File: src/rtl/evtmr_pkg.sv
package evtmr_pkg;
    typedef enum logic [1:0] {
        SRC_OFF  = 2'b00,
        SRC_TICK = 2'b01,
        SRC_TEST = 2'b10,
        SRC_PIN  = 2'b11
    } src_e;

    typedef enum logic {
        LVL_LOW  = 1'b0,
        LVL_HIGH = 1'b1
    } lvl_e;
endpackage

File: src/rtl/evtmr_phase.sv
module evtmr_phase #(
    parameter int CYC_LEN = 12
) (
    input  logic clk,
    input  logic rst_n,
    output logic samp_a_o,
    output logic samp_b_o,
    output logic end_o
);
    localparam int PW     = $clog2(CYC_LEN);
    localparam int PH_A   = CYC_LEN / 6;
    localparam int PH_B   = CYC_LEN / 2 + CYC_LEN / 6;
    localparam int PH_END = CYC_LEN - 1;

    logic [PW-1:0] ph_q;

    always_ff @(posedge clk or negedge rst_n) begin
        if (!rst_n)
            ph_q <= '0;
        else if (ph_q == PW'(PH_END))
            ph_q <= '0;
        else
            ph_q <= ph_q + 1'b1;
    end

    always_comb begin
        samp_a_o = (ph_q == PW'(PH_A));
        samp_b_o = (ph_q == PW'(PH_B));
        end_o    = (ph_q == PW'(PH_END));
    end
endmodule

File: src/rtl/evtmr_edge.sv
module evtmr_edge
    import evtmr_pkg::*;
#(
    parameter int SYNC_STAGES = 2
) (
    input  logic clk,
    input  logic rst_n,
    input  logic pin_i,
    input  logic en_i,
    output logic rise_o
);
    logic [SYNC_STAGES-1:0] sync_q;
    logic                   level;
    lvl_e                   st_q, st_d;

    always_ff @(posedge clk or negedge rst_n) begin
        if (!rst_n)
            sync_q <= '0;
        else
            sync_q <= {sync_q[SYNC_STAGES-2:0], pin_i};
    end

    assign level = sync_q[SYNC_STAGES-1];

    always_ff @(posedge clk or negedge rst_n) begin
        if (!rst_n)
            st_q <= LVL_HIGH;
        else
            st_q <= st_d;
    end

    always_comb begin
        st_d   = st_q;
        rise_o = 1'b0;
        if (en_i) begin
            unique case (st_q)
                LVL_LOW: begin
                    if (level) begin
                        st_d   = LVL_HIGH;
                        rise_o = 1'b1;
                    end
                end
                LVL_HIGH: begin
                    if (!level)
                        st_d = LVL_LOW;
                end
            endcase
        end
    end

    assert_rise_single_R4: assert property (@(posedge clk) disable iff (!rst_n)
        rise_o |=> !rise_o)
        else $error("two rising edges reported back to back");
endmodule

File: src/rtl/evtmr_presc.sv
module evtmr_presc #(
    parameter int DIV_BITS = 2
) (
    input  logic                clk,
    input  logic                rst_n,
    input  logic                tick_i,
    input  logic [DIV_BITS-1:0] div_i,
    input  logic                clr_i,
    output logic                pass_o
);
    localparam int PC_W = (1 << DIV_BITS) - 1;

    logic [PC_W-1:0] pc_q;
    logic [PC_W-1:0] mask;
    logic            done;

    always_comb begin
        mask   = (PC_W'(1) << div_i) - PC_W'(1);
        done   = ((pc_q & mask) == mask);
        pass_o = tick_i && done && !clr_i;
    end

    always_ff @(posedge clk or negedge rst_n) begin
        if (!rst_n)
            pc_q <= '0;
        else if (clr_i)
            pc_q <= '0;
        else if (tick_i)
            pc_q <= done ? '0 : pc_q + 1'b1;
    end
endmodule

File: src/rtl/evtmr_core.sv
module evtmr_core
    import evtmr_pkg::*;
#(
    parameter int BYTE_W   = 8,
    parameter int DIV_BITS = 2
) (
    input  logic                  clk,
    input  logic                  rst_n,
    input  logic                  samp_a_i,
    input  logic                  samp_b_i,
    input  logic                  end_i,
    input  logic                  cnt_rise_i,
    input  logic                  rst_rise_i,
    input  src_e                  src_i,
    input  logic [DIV_BITS-1:0]   div_i,
    input  logic                  xrst_en_i,
    input  logic                  idle_i,
    input  logic                  clr_byte_i,
    input  logic                  clr_wide_i,
    output logic [2*BYTE_W-1:0]   cnt_o,
    output logic                  flag_byte_o,
    output logic                  flag_wide_o
);
    localparam int CW    = 2 * BYTE_W;
    localparam int CFG_W = 2 + DIV_BITS;

    logic [BYTE_W-1:0] lo_q, hi_q;
    logic [CW-1:0]     cnt_w;
    logic [CFG_W-1:0]  cfg_q;
    logic              cfg_chg, xrst, cnt_clr, pre_clr;
    logic              hit_a, hit_b, due_now, due_next;
    logic              pin_tick, src_tick, inc;
    logic              byte_ovf, wide_ovf;
    logic              pend_b, pend_w;
    logic              flag_b_q, flag_w_q;

    // configuration change detection
    always_ff @(posedge clk or negedge rst_n) begin
        if (!rst_n)
            cfg_q <= '0;
        else
            cfg_q <= {src_i, div_i};
    end

    always_comb begin
        cfg_chg = ({src_i, div_i} != cfg_q);
        xrst    = rst_rise_i && xrst_en_i;
        cnt_clr = xrst || idle_i;
        pre_clr = cfg_chg || cnt_clr;
    end

    // edge-to-count latency pipeline
    always_ff @(posedge clk or negedge rst_n) begin
        if (!rst_n) begin
            hit_a    <= 1'b0;
            hit_b    <= 1'b0;
            due_now  <= 1'b0;
            due_next <= 1'b0;
        end else if (pre_clr) begin
            hit_a    <= 1'b0;
            hit_b    <= 1'b0;
            due_now  <= 1'b0;
            due_next <= 1'b0;
        end else begin
            if (samp_a_i && cnt_rise_i)
                hit_a <= 1'b1;
            if (samp_b_i && cnt_rise_i)
                hit_b <= 1'b1;
            if (end_i) begin
                due_now  <= hit_a || due_next;
                due_next <= hit_b;
                hit_a    <= 1'b0;
                hit_b    <= 1'b0;
            end
        end
    end

    assign pin_tick = end_i && due_now;

    always_comb begin
        unique case (src_i)
            SRC_OFF:  src_tick = 1'b0;
            SRC_TICK: src_tick = end_i;
            SRC_TEST: src_tick = 1'b0;
            SRC_PIN:  src_tick = pin_tick;
        endcase
    end

    evtmr_presc #(.DIV_BITS(DIV_BITS)) u_presc (
        .clk    (clk),
        .rst_n  (rst_n),
        .tick_i (src_tick),
        .div_i  (div_i),
        .clr_i  (pre_clr),
        .pass_o (inc)
    );

    // split counter
    always_comb begin
        byte_ovf = inc && (lo_q == '1);
        wide_ovf = byte_ovf && (hi_q == '1);
        cnt_w    = {hi_q, lo_q};
    end

    always_ff @(posedge clk or negedge rst_n) begin
        if (!rst_n) begin
            lo_q <= '0;
            hi_q <= '0;
        end else if (cnt_clr) begin
            lo_q <= '0;
            hi_q <= '0;
        end else if (inc) begin
            lo_q <= lo_q + 1'b1;
            if (lo_q == '1)
                hi_q <= hi_q + 1'b1;
        end
    end

    // overflow reporting, one machine cycle late
    always_ff @(posedge clk or negedge rst_n) begin
        if (!rst_n) begin
            pend_b <= 1'b0;
            pend_w <= 1'b0;
        end else if (end_i) begin
            pend_b <= byte_ovf;
            pend_w <= wide_ovf;
        end
    end

    always_ff @(posedge clk or negedge rst_n) begin
        if (!rst_n) begin
            flag_b_q <= 1'b0;
            flag_w_q <= 1'b0;
        end else begin
            if (end_i && (pend_b || pend_w))
                flag_b_q <= 1'b1;
            else if (clr_byte_i)
                flag_b_q <= 1'b0;
            if (end_i && pend_w)
                flag_w_q <= 1'b1;
            else if (clr_wide_i)
                flag_w_q <= 1'b0;
        end
    end

    assign cnt_o       = cnt_w;
    assign flag_byte_o = flag_b_q;
    assign flag_wide_o = flag_w_q;

    assert_hold_R1: assert property (@(posedge clk) disable iff (!rst_n)
        (!end_i && !cnt_clr) |=> $stable(cnt_w))
        else $error("count moved outside a machine-cycle end");

    assert_step_R12: assert property (@(posedge clk) disable iff (!rst_n)
        (end_i && !cnt_clr) |=> (cnt_w == $past(cnt_w) || cnt_w == $past(cnt_w) + CW'(1)))
        else $error("count jumped by more than one");

    assert_idle_zero_R10: assert property (@(posedge clk) disable iff (!rst_n)
        idle_i |=> (cnt_w == '0))
        else $error("count not zero while idle");

    assert_flag_sticky_R9: assert property (@(posedge clk) disable iff (!rst_n)
        (flag_b_q && !clr_byte_i) |=> flag_b_q)
        else $error("byte flag dropped without a clear");

    assert_wide_sets_byte_R7: assert property (@(posedge clk) disable iff (!rst_n)
        $rose(flag_w_q) |-> flag_b_q)
        else $error("wide flag set without byte flag");
endmodule

File: src/rtl/evtmr_top.sv
module evtmr_top
    import evtmr_pkg::*;
#(
    parameter int BYTE_W  = 8,
    parameter int CYC_LEN = 12
) (
    input  logic                clk,
    input  logic                rst_n,
    input  logic [1:0]          src_sel,
    input  logic [1:0]          div_sel,
    input  logic                xrst_en,
    input  logic                sel_byte_irq,
    input  logic                sel_wide_irq,
    input  logic                count_pin,
    input  logic                reset_pin,
    input  logic                idle,
    input  logic                clr_byte,
    input  logic                clr_wide,
    output logic [2*BYTE_W-1:0] count,
    output logic                flag_byte,
    output logic                flag_wide,
    output logic                irq
);
    logic samp_a, samp_b, cyc_end;
    logic cnt_rise, rst_rise;

    evtmr_phase #(.CYC_LEN(CYC_LEN)) u_phase (
        .clk      (clk),
        .rst_n    (rst_n),
        .samp_a_o (samp_a),
        .samp_b_o (samp_b),
        .end_o    (cyc_end)
    );

    evtmr_edge #(.SYNC_STAGES(2)) u_cnt_edge (
        .clk    (clk),
        .rst_n  (rst_n),
        .pin_i  (count_pin),
        .en_i   (samp_a || samp_b),
        .rise_o (cnt_rise)
    );

    evtmr_edge #(.SYNC_STAGES(2)) u_rst_edge (
        .clk    (clk),
        .rst_n  (rst_n),
        .pin_i  (reset_pin),
        .en_i   (1'b1),
        .rise_o (rst_rise)
    );

    evtmr_core #(.BYTE_W(BYTE_W), .DIV_BITS(2)) u_core (
        .clk         (clk),
        .rst_n       (rst_n),
        .samp_a_i    (samp_a),
        .samp_b_i    (samp_b),
        .end_i       (cyc_end),
        .cnt_rise_i  (cnt_rise),
        .rst_rise_i  (rst_rise),
        .src_i       (src_e'(src_sel)),
        .div_i       (div_sel),
        .xrst_en_i   (xrst_en),
        .idle_i      (idle),
        .clr_byte_i  (clr_byte),
        .clr_wide_i  (clr_wide),
        .cnt_o       (count),
        .flag_byte_o (flag_byte),
        .flag_wide_o (flag_wide)
    );

    assign irq = (flag_byte && sel_byte_irq) || (flag_wide && sel_wide_irq);
endmodule

File: config.mk
export PLATFORM = sky130hd
export DESIGN_NAME = evtmr_top
export DESIGN_NICKNAME = d
export VERILOG_FILES = /design/src/rtl/evtmr_pkg.sv /design/src/rtl/evtmr_phase.sv /design/src/rtl/evtmr_edge.sv /design/src/rtl/evtmr_presc.sv /design/src/rtl/evtmr_core.sv /design/src/rtl/evtmr_top.sv
export SDC_FILE = /design/constraint.sdc
export NUM_CORES = 1
export LEC_CHECK = 0
export ABC_AREA = 1
export CAP_MARGIN = 25
export CORE_ASPECT_RATIO = 1.25
export CORE_MARGIN = 3
export CORE_UTILIZATION = 57
export CTS_CLUSTER_SIZE = 30
export DETAILED_ROUTE_END_ITERATION = 10
export PLACE_DENSITY = 0.84
export SYNTH_ARGS = -nofsm -noshare
export SYNTH_HDL_FRONTEND = slang
export SYNTH_HIERARCHICAL = 1
export SYNTH_SLANG_ARGS = --single-unit
export TNS_END_PERCENT = 20
File: constraint.sdc
create_clock -name clk -period 3.25 [get_ports clk]
set_clock_uncertainty 0.15 [all_clocks]
set_input_delay 0.8125 -clock clk [delete_from_list [all_inputs] [get_ports clk]]
set_output_delay 0.8125 -clock clk [all_outputs]
set_load 0.05 [all_outputs]
[Word level (Yosys, flattened, before mapping)]
Cells that the tools add are included.
Storage, ports and cells
  flip-flop bits (word level): 41
  word-level logic and storage cells: 93
  bits of input ports: 14
  output and inout bits: 19
Operators by class
  shift operators: 1
  reductions and logical operators: 30
  bitwise logic cells: 1
  add/subtract/negate cells: 5
  equality and inequality tests: 10
  mux-type cells: 29
Operators by type and width (number)
  $mux W8: 5
  $mux W1: 19
  $add A8 B1 Y8 const B: 2
  $eq A8 B8 Y1 const B: 2
  $logic_and A1 B1 Y1: 12
  $reduce_bool A2 Y1: 6
  $mux W3: 3
  $eq A4 B4 Y1 const B: 2
  $logic_or A1 B1 Y1: 6
  $reduce_bool A3 Y1: 2
  $add A4 B1 Y4 const B: 1
  $eq A2 B2 Y1 const B: 2
  $eq A4 B2 Y1 const B: 1
  $mux W4: 1
  $ne A4 B4 Y1: 1
  $add A3 B1 Y3 const B: 1
  $and A3 B3 Y3: 1
  $eq A3 B3 Y1: 1
  $pmux W1 S3: 1
  $shl A1 B2 Y3 const A: 1
  $sub A3 B2 Y3 const B: 1
  $eq A2 B1 Y1 const B: 1
  $logic_not A2 Y1: 1
  $reduce_and A2 Y1: 1
  other kinds (2): 2

[Longest topological paths before layout]
  depth after elaboration: 9
  mapped depth: 15
  mapped depth without buffers: 14

[By module]
Netlist, hierarchy kept.
By module, submodules not included
  evtmr_core: area an instance 1451.4 sq um, times used 1, cells each 178, seq. area each 700.7 sq um
  evtmr_presc: area an instance 229.0 sq um, times used 1, cells each 31, seq. area each 75.1 sq um
  evtmr_phase: area an instance 220.2 sq um, times used 1, cells each 26, seq. area each 100.1 sq um
  evtmr_edge: area an instance 97.6 sq um, times used 2, cells each 8, seq. area each 76.3 sq um
  evtmr_top: area an instance 26.3 sq um, times used 1, cells each 7, seq. area each 0.0 sq um

[Worst setup path before layout]
OpenSTA, ideal clock, no wires.
  kind: in2reg
  start: input xrst_en
  end: register u_core.hi_q[2]
  slack: 0.807 ns
  library setup time: 0.120 ns
  required time: 2.980 ns
  data arrival time: 2.172 ns
  path buffers: 1
  stages on the path: 13
  cell sequence: nand2_1 nand2_2 a21oi_1 nand3_1 nor3_2 buf_6 nand2_1 nor2_1 nand2_2 nand2_4 inv_4 nand2_1 o21ai_2
Between the ends
  longest elaborated chain between the ends: 7
  elaborated cells between the ends (all ways): 9
  classes of those cells: 1 x mux; 8 x reduce/logical
Ends and longest elaborated chain
  start: declaration: line evtmr_top.sv:11  | input logic xrst_en,
  $logic_and A1 B1 Y1: line evtmr_core.sv:47  | xrst = rst_rise_i && xrst_en_i;
  $logic_or A1 B1 Y1: line evtmr_core.sv:48  | cnt_clr = xrst || idle_i;
  $logic_or A1 B1 Y1: line evtmr_core.sv:49  | pre_clr = cfg_chg || cnt_clr;
  named net u_core.pre_clr: line evtmr_core.sv:30  | logic cfg_chg, xrst, cnt_clr, pre_clr;
  $logic_not A1 Y1: line evtmr_presc.sv:20  | pass_o = tick_i && done && !clr_i;
  $logic_and A1 B1 Y1: line evtmr_presc.sv:20
  named net u_core.inc: line evtmr_core.sv:32  | logic pin_tick, src_tick, inc;
  $reduce_bool A2 Y1 (no line)
  $reduce_and A2 Y1 (no line)
  end signal: assignment: line evtmr_core.sv:115  | hi_q <= hi_q + 1'b1;
  end: declaration: line evtmr_core.sv:27  | logic [BYTE_W-1:0] lo_q, hi_q;
The timed path passes the listed nets, and every way through them passes these cells.
A chain may end at the register's enable or synchronous reset.

[Final worst setup path]
  start: input src_sel[1]
  end: register u_core.hi_q[3]
Between the ends
  elaborated cells between the ends (all ways): 13
  classes of those cells: 4 x eq/ne; 1 x mux; 8 x reduce/logical
RTL lines
  start: declaration: line evtmr_top.sv:9  | input logic [1:0] src_sel,
  $ne A4 B4 Y1: line evtmr_core.sv:46  | cfg_chg = ({src_i, div_i} != cfg_q);
  $logic_or A1 B1 Y1: line evtmr_core.sv:49
  named net u_core.pre_clr: line evtmr_core.sv:30
  $logic_not A1 Y1: line evtmr_presc.sv:20
  $logic_and A1 B1 Y1: line evtmr_presc.sv:20
  named net u_core.inc: line evtmr_core.sv:32
  $reduce_bool A2 Y1 (no line)
  $reduce_and A2 Y1 (no line)
The timed path passes the listed nets, and every way through them passes these cells.

==> impl_results.md <==
* Reg-to-Reg Start: u_phase/ph_q[1]$_DFF_PN0_
* Commonest cells after routing, fill and taps aside: nand2_1, dfrtp_1, clkdlybuf4s50_1
* Ant diodes at 0
* Worst path most repeated cell: nand2_1
* IO Pins at 33
* Drt drc at 0
* Initial DRT Pass Iterations at 4
* CP required at 3.28 ns
* Final setup fails at 0
* Initial antenna violation count at 0
* Max stage delay cell, worst path: clkdlybuf4s50_1
* Synthesized area at 0.00212 mm^2
* Final nets at 319
* Commonest non-fill, non-tap cell in the layout: nand2_1
* Overall global routing resource usage at 22.4%
* Delay of the slowest critical-path stage at 0.50 ns
* Largest net degree at the start of global routing at 42
* Initial DRC count at ~110
* Fraction of layout cells with a size suffix above 1 at 15.7%
* Post-cts hold buffer count at 0
* CTS Root Buffer Type: clkbuf_8
* Max-cap violations at 0
* Reg clk slew, reported paths at approximately 0.07 ns
* Synth top area cells: dfrtp_1, nand2_1, inv_1
* Die H at approximately 74 um
* Number of setup buffers added after CTS at 0
* Leakage at 0.00122 uW
* Vias per cell at around 5.3
* Period minus WS final at 2.75 ns
* Die Footprint at 0.00450 mm^2
* R2R cell count at 15
* Yosys warns at 6
* Pre-CTS setup slack at roughly 0.27 ns
* Core Area at 0.00354 mm^2
* Num CTS Buffers at 5
* Cell Pwr Density at 384 mW/mm^2
* Number of global-route vias before repair at 1771
* CTS Buffer Depth at 2
* Placer Congestion at 0.828
* First-pass GRT wire length at approximately 7500 um
* Simple-Gate Fraction of Synth Area at 30.7%
* Area leader, netlist: dfrtp_1
* Reg2Reg Setup Slack at slightly below 0.7 ns
* Kind of critical path: in2reg
* RR Endpoint: u_core/hi_q[3]$_DFFE_PN0P_
* Num rows at 24
* Sequential cell area fraction in the yosys report at 48.5%
* P&R area growth vs syn at 22.9%
* Routed wire per std cell at between 10 and 15 um
* Crit end category: flop
* Starting density of the core at 59.9%
* Post-Route WL at 4430 um
* Cell variety after synth at 36
* Slew @ Worst Pin at 0.893 ns
* Worst VDD drop at between 0.0003 and 0.0004 V
* Status: finished, final reports clean
* Post-synthesis adder-cell area fraction at 3.54%
* Slew Limit Fails at 0
* Cts repair resizes at 0
* RSZ-0062 raised after global routing: no
* Final period util at 84.6%
* Startpoint type of the worst setup path: input pin
* Max-slew headroom at 40.5%
* Crit path DAT at 2.79 ns
* Crit-path max FO at 9
* Syn_area_per_cell at 8.22 um^2
* Final HPWL DP at about 3200 um
* Worst path cell trace: clkdlybuf4s50_1 -> nand2_1 -> a21oi_1 -> nand3_1 -> nor3_2 -> buf_4 -> nand2_1 -> nor2_1 -> nand2_2 -> nand2_4 -> inv_4 -> nand2_1 -> nand2_1
* Post-synthesis mux area share at 0%
* Yosys top cell area share at a little under half
* Worst-Skew Late Latency at 0.29 ns
* Worst Hold Endpoint: u_rst_edge/sync_q[1]$_DFF_PN0_
* Clk sinks at 41
* Min-Delay Startpoint: u_rst_edge/sync_q[0]$_DFF_PN0_
* ANT nets after route at 0
* Port Buffers at 32
* Synth Area in XOR/XNOR at ~1.2%
* Final hold violation count at 0
* Yosys reg bits at 41
* CTS tree: done
* HP Class: reg2reg
* Main combinational cell family by area after synthesis: simple AND/OR/NAND/NOR gates
* DP Area at 0.00249 mm^2
* Hold Crit Depth at 0
* Mapped Cells at 258
* GRT overflow at 0
* DIE WIDTH at 60.6 um
* Sum Neg Setup Slack at 0 ns
* Post-Layout Inst Area at 0.00261 mm^2
* H-tree Lvls at 2
* Compound-Gate Fraction of Synth Area at between 8 and 9%
* Achievable clock frequency at 364 MHz
* Setup slack after layout at about 0.5 ns
* Vias at 1795
[logic make-up after synthesis]
family,after synthesis
xor gates and xnor gates,3
other,1
AOI/OAI and AO/OA,30
and+or+nand+nor,137
buffers and inverters,40
adders and majority gates,6
DFF,41
[synthesized netlist by cell type, drive strengths merged]
cell	n
nand2	74
dfrtp	39
inv	37
nor2	31
nand3	19
a21oi	16
o21ai	10
ha	6
nand4	6
nor3	3
buf	2
dfstp	2
xor2	2
a31oi	1
and3	1
clkinv	1
conb	1
nand3b	1
nor3b	1
o21a	1
o21bai	1
o31ai	1
or2	1
xnor2	1
[flip-flops by register name (all words and copies together), names as in the netlist]
name / count
u_core/due_next: 1
u_core/hit_b: 1
u_rst_edge/sync_q: 2
u_cnt_edge/st_q: 1
u_cnt_edge/sync_q: 2
u_core/due_now: 1
u_core/pend_w: 1
u_core/hi_q: 8
u_core/flag_wide_o: 1
u_core/cfg_q: 4
u_core/pend_b: 1
u_core/hit_a: 1
u_core/u_presc/pc_q: 3
u_rst_edge/st_q: 1
u_core/lo_q: 8
u_core/flag_byte_o: 1
u_phase/ph_q: 4
[critical path: cells and delay by family]
kind,cells,cell delay (ns)
and+or+nand+nor,9,0.98
buffers and inverters,3,0.77
AOI/OAI and AO/OA,1,0.22
[metrics by stage]
step / util [%] / total power (uW) / hold WS, ns / std cells
after floorplan: - / 555 / 0.181 / 259
after global placement: 70.3 / 587 / 0.188 / 331
after detailed placement: 70.3 / 588 / 0.192 / 331
after CTS: 73.6 / 1010 / 0.209 / 339
after global routing: 73.6 / 1050 / 0.210 / 339
final: 73.6 / 1000 / 0.207 / 339
[worst max-delay path by stage]
stage | startpoint | endpoint | cells past startpoint
6_report | src_sel[1] | u_core/hi_q[3]$_DFFE_PN0P_ | 13
5_1_grt | src_sel[1] | u_core/hi_q[3]$_DFFE_PN0P_ | 13
4_1_cts | div_sel[1] | u_core/hi_q[3]$_DFFE_PN0P_ | 15
3_5_place_dp | div_sel[1] | u_core/hi_q[4]$_DFFE_PN0P_ | 15
3_3_place_gp | div_sel[1] | u_core/hi_q[2]$_DFFE_PN0P_ | 15
2_1_floorplan | xrst_en | u_core/hi_q[2]$_DFFE_PN0P_ | 13
[final cells by class]
type,count,area [um^2]
fillers,273,936
flip-flops and latches,41,1030
multi-input cells,178,931
repair buffers,35,335
clock inverters,1,30.0
clock buffers,7,86.3
inverters,38,148
well taps,39,48.8
[routing by layer]
layer | up-vias | wire length [um] | global-route usage (%)
met2 | 39 | 2350 | 39.1
met5 | - | 0 | 0
met3 | 6 | 163 | 6.42
li1 | 900 | - | -
met1 | 850 | 1870 | 25.3
met4 | 0 | 51 | 9.16
[power by group]
group | leakage, uW | internal, uW | switching [uW] | total (uW)
Sequential | 0.000543 | 518 | 3.07 | 521
Clock | 0.0000585 | 250 | 174 | 424
Combinational | 0.000614 | 22.8 | 34.2 | 56.9
(Power assumes the default switching activity.)
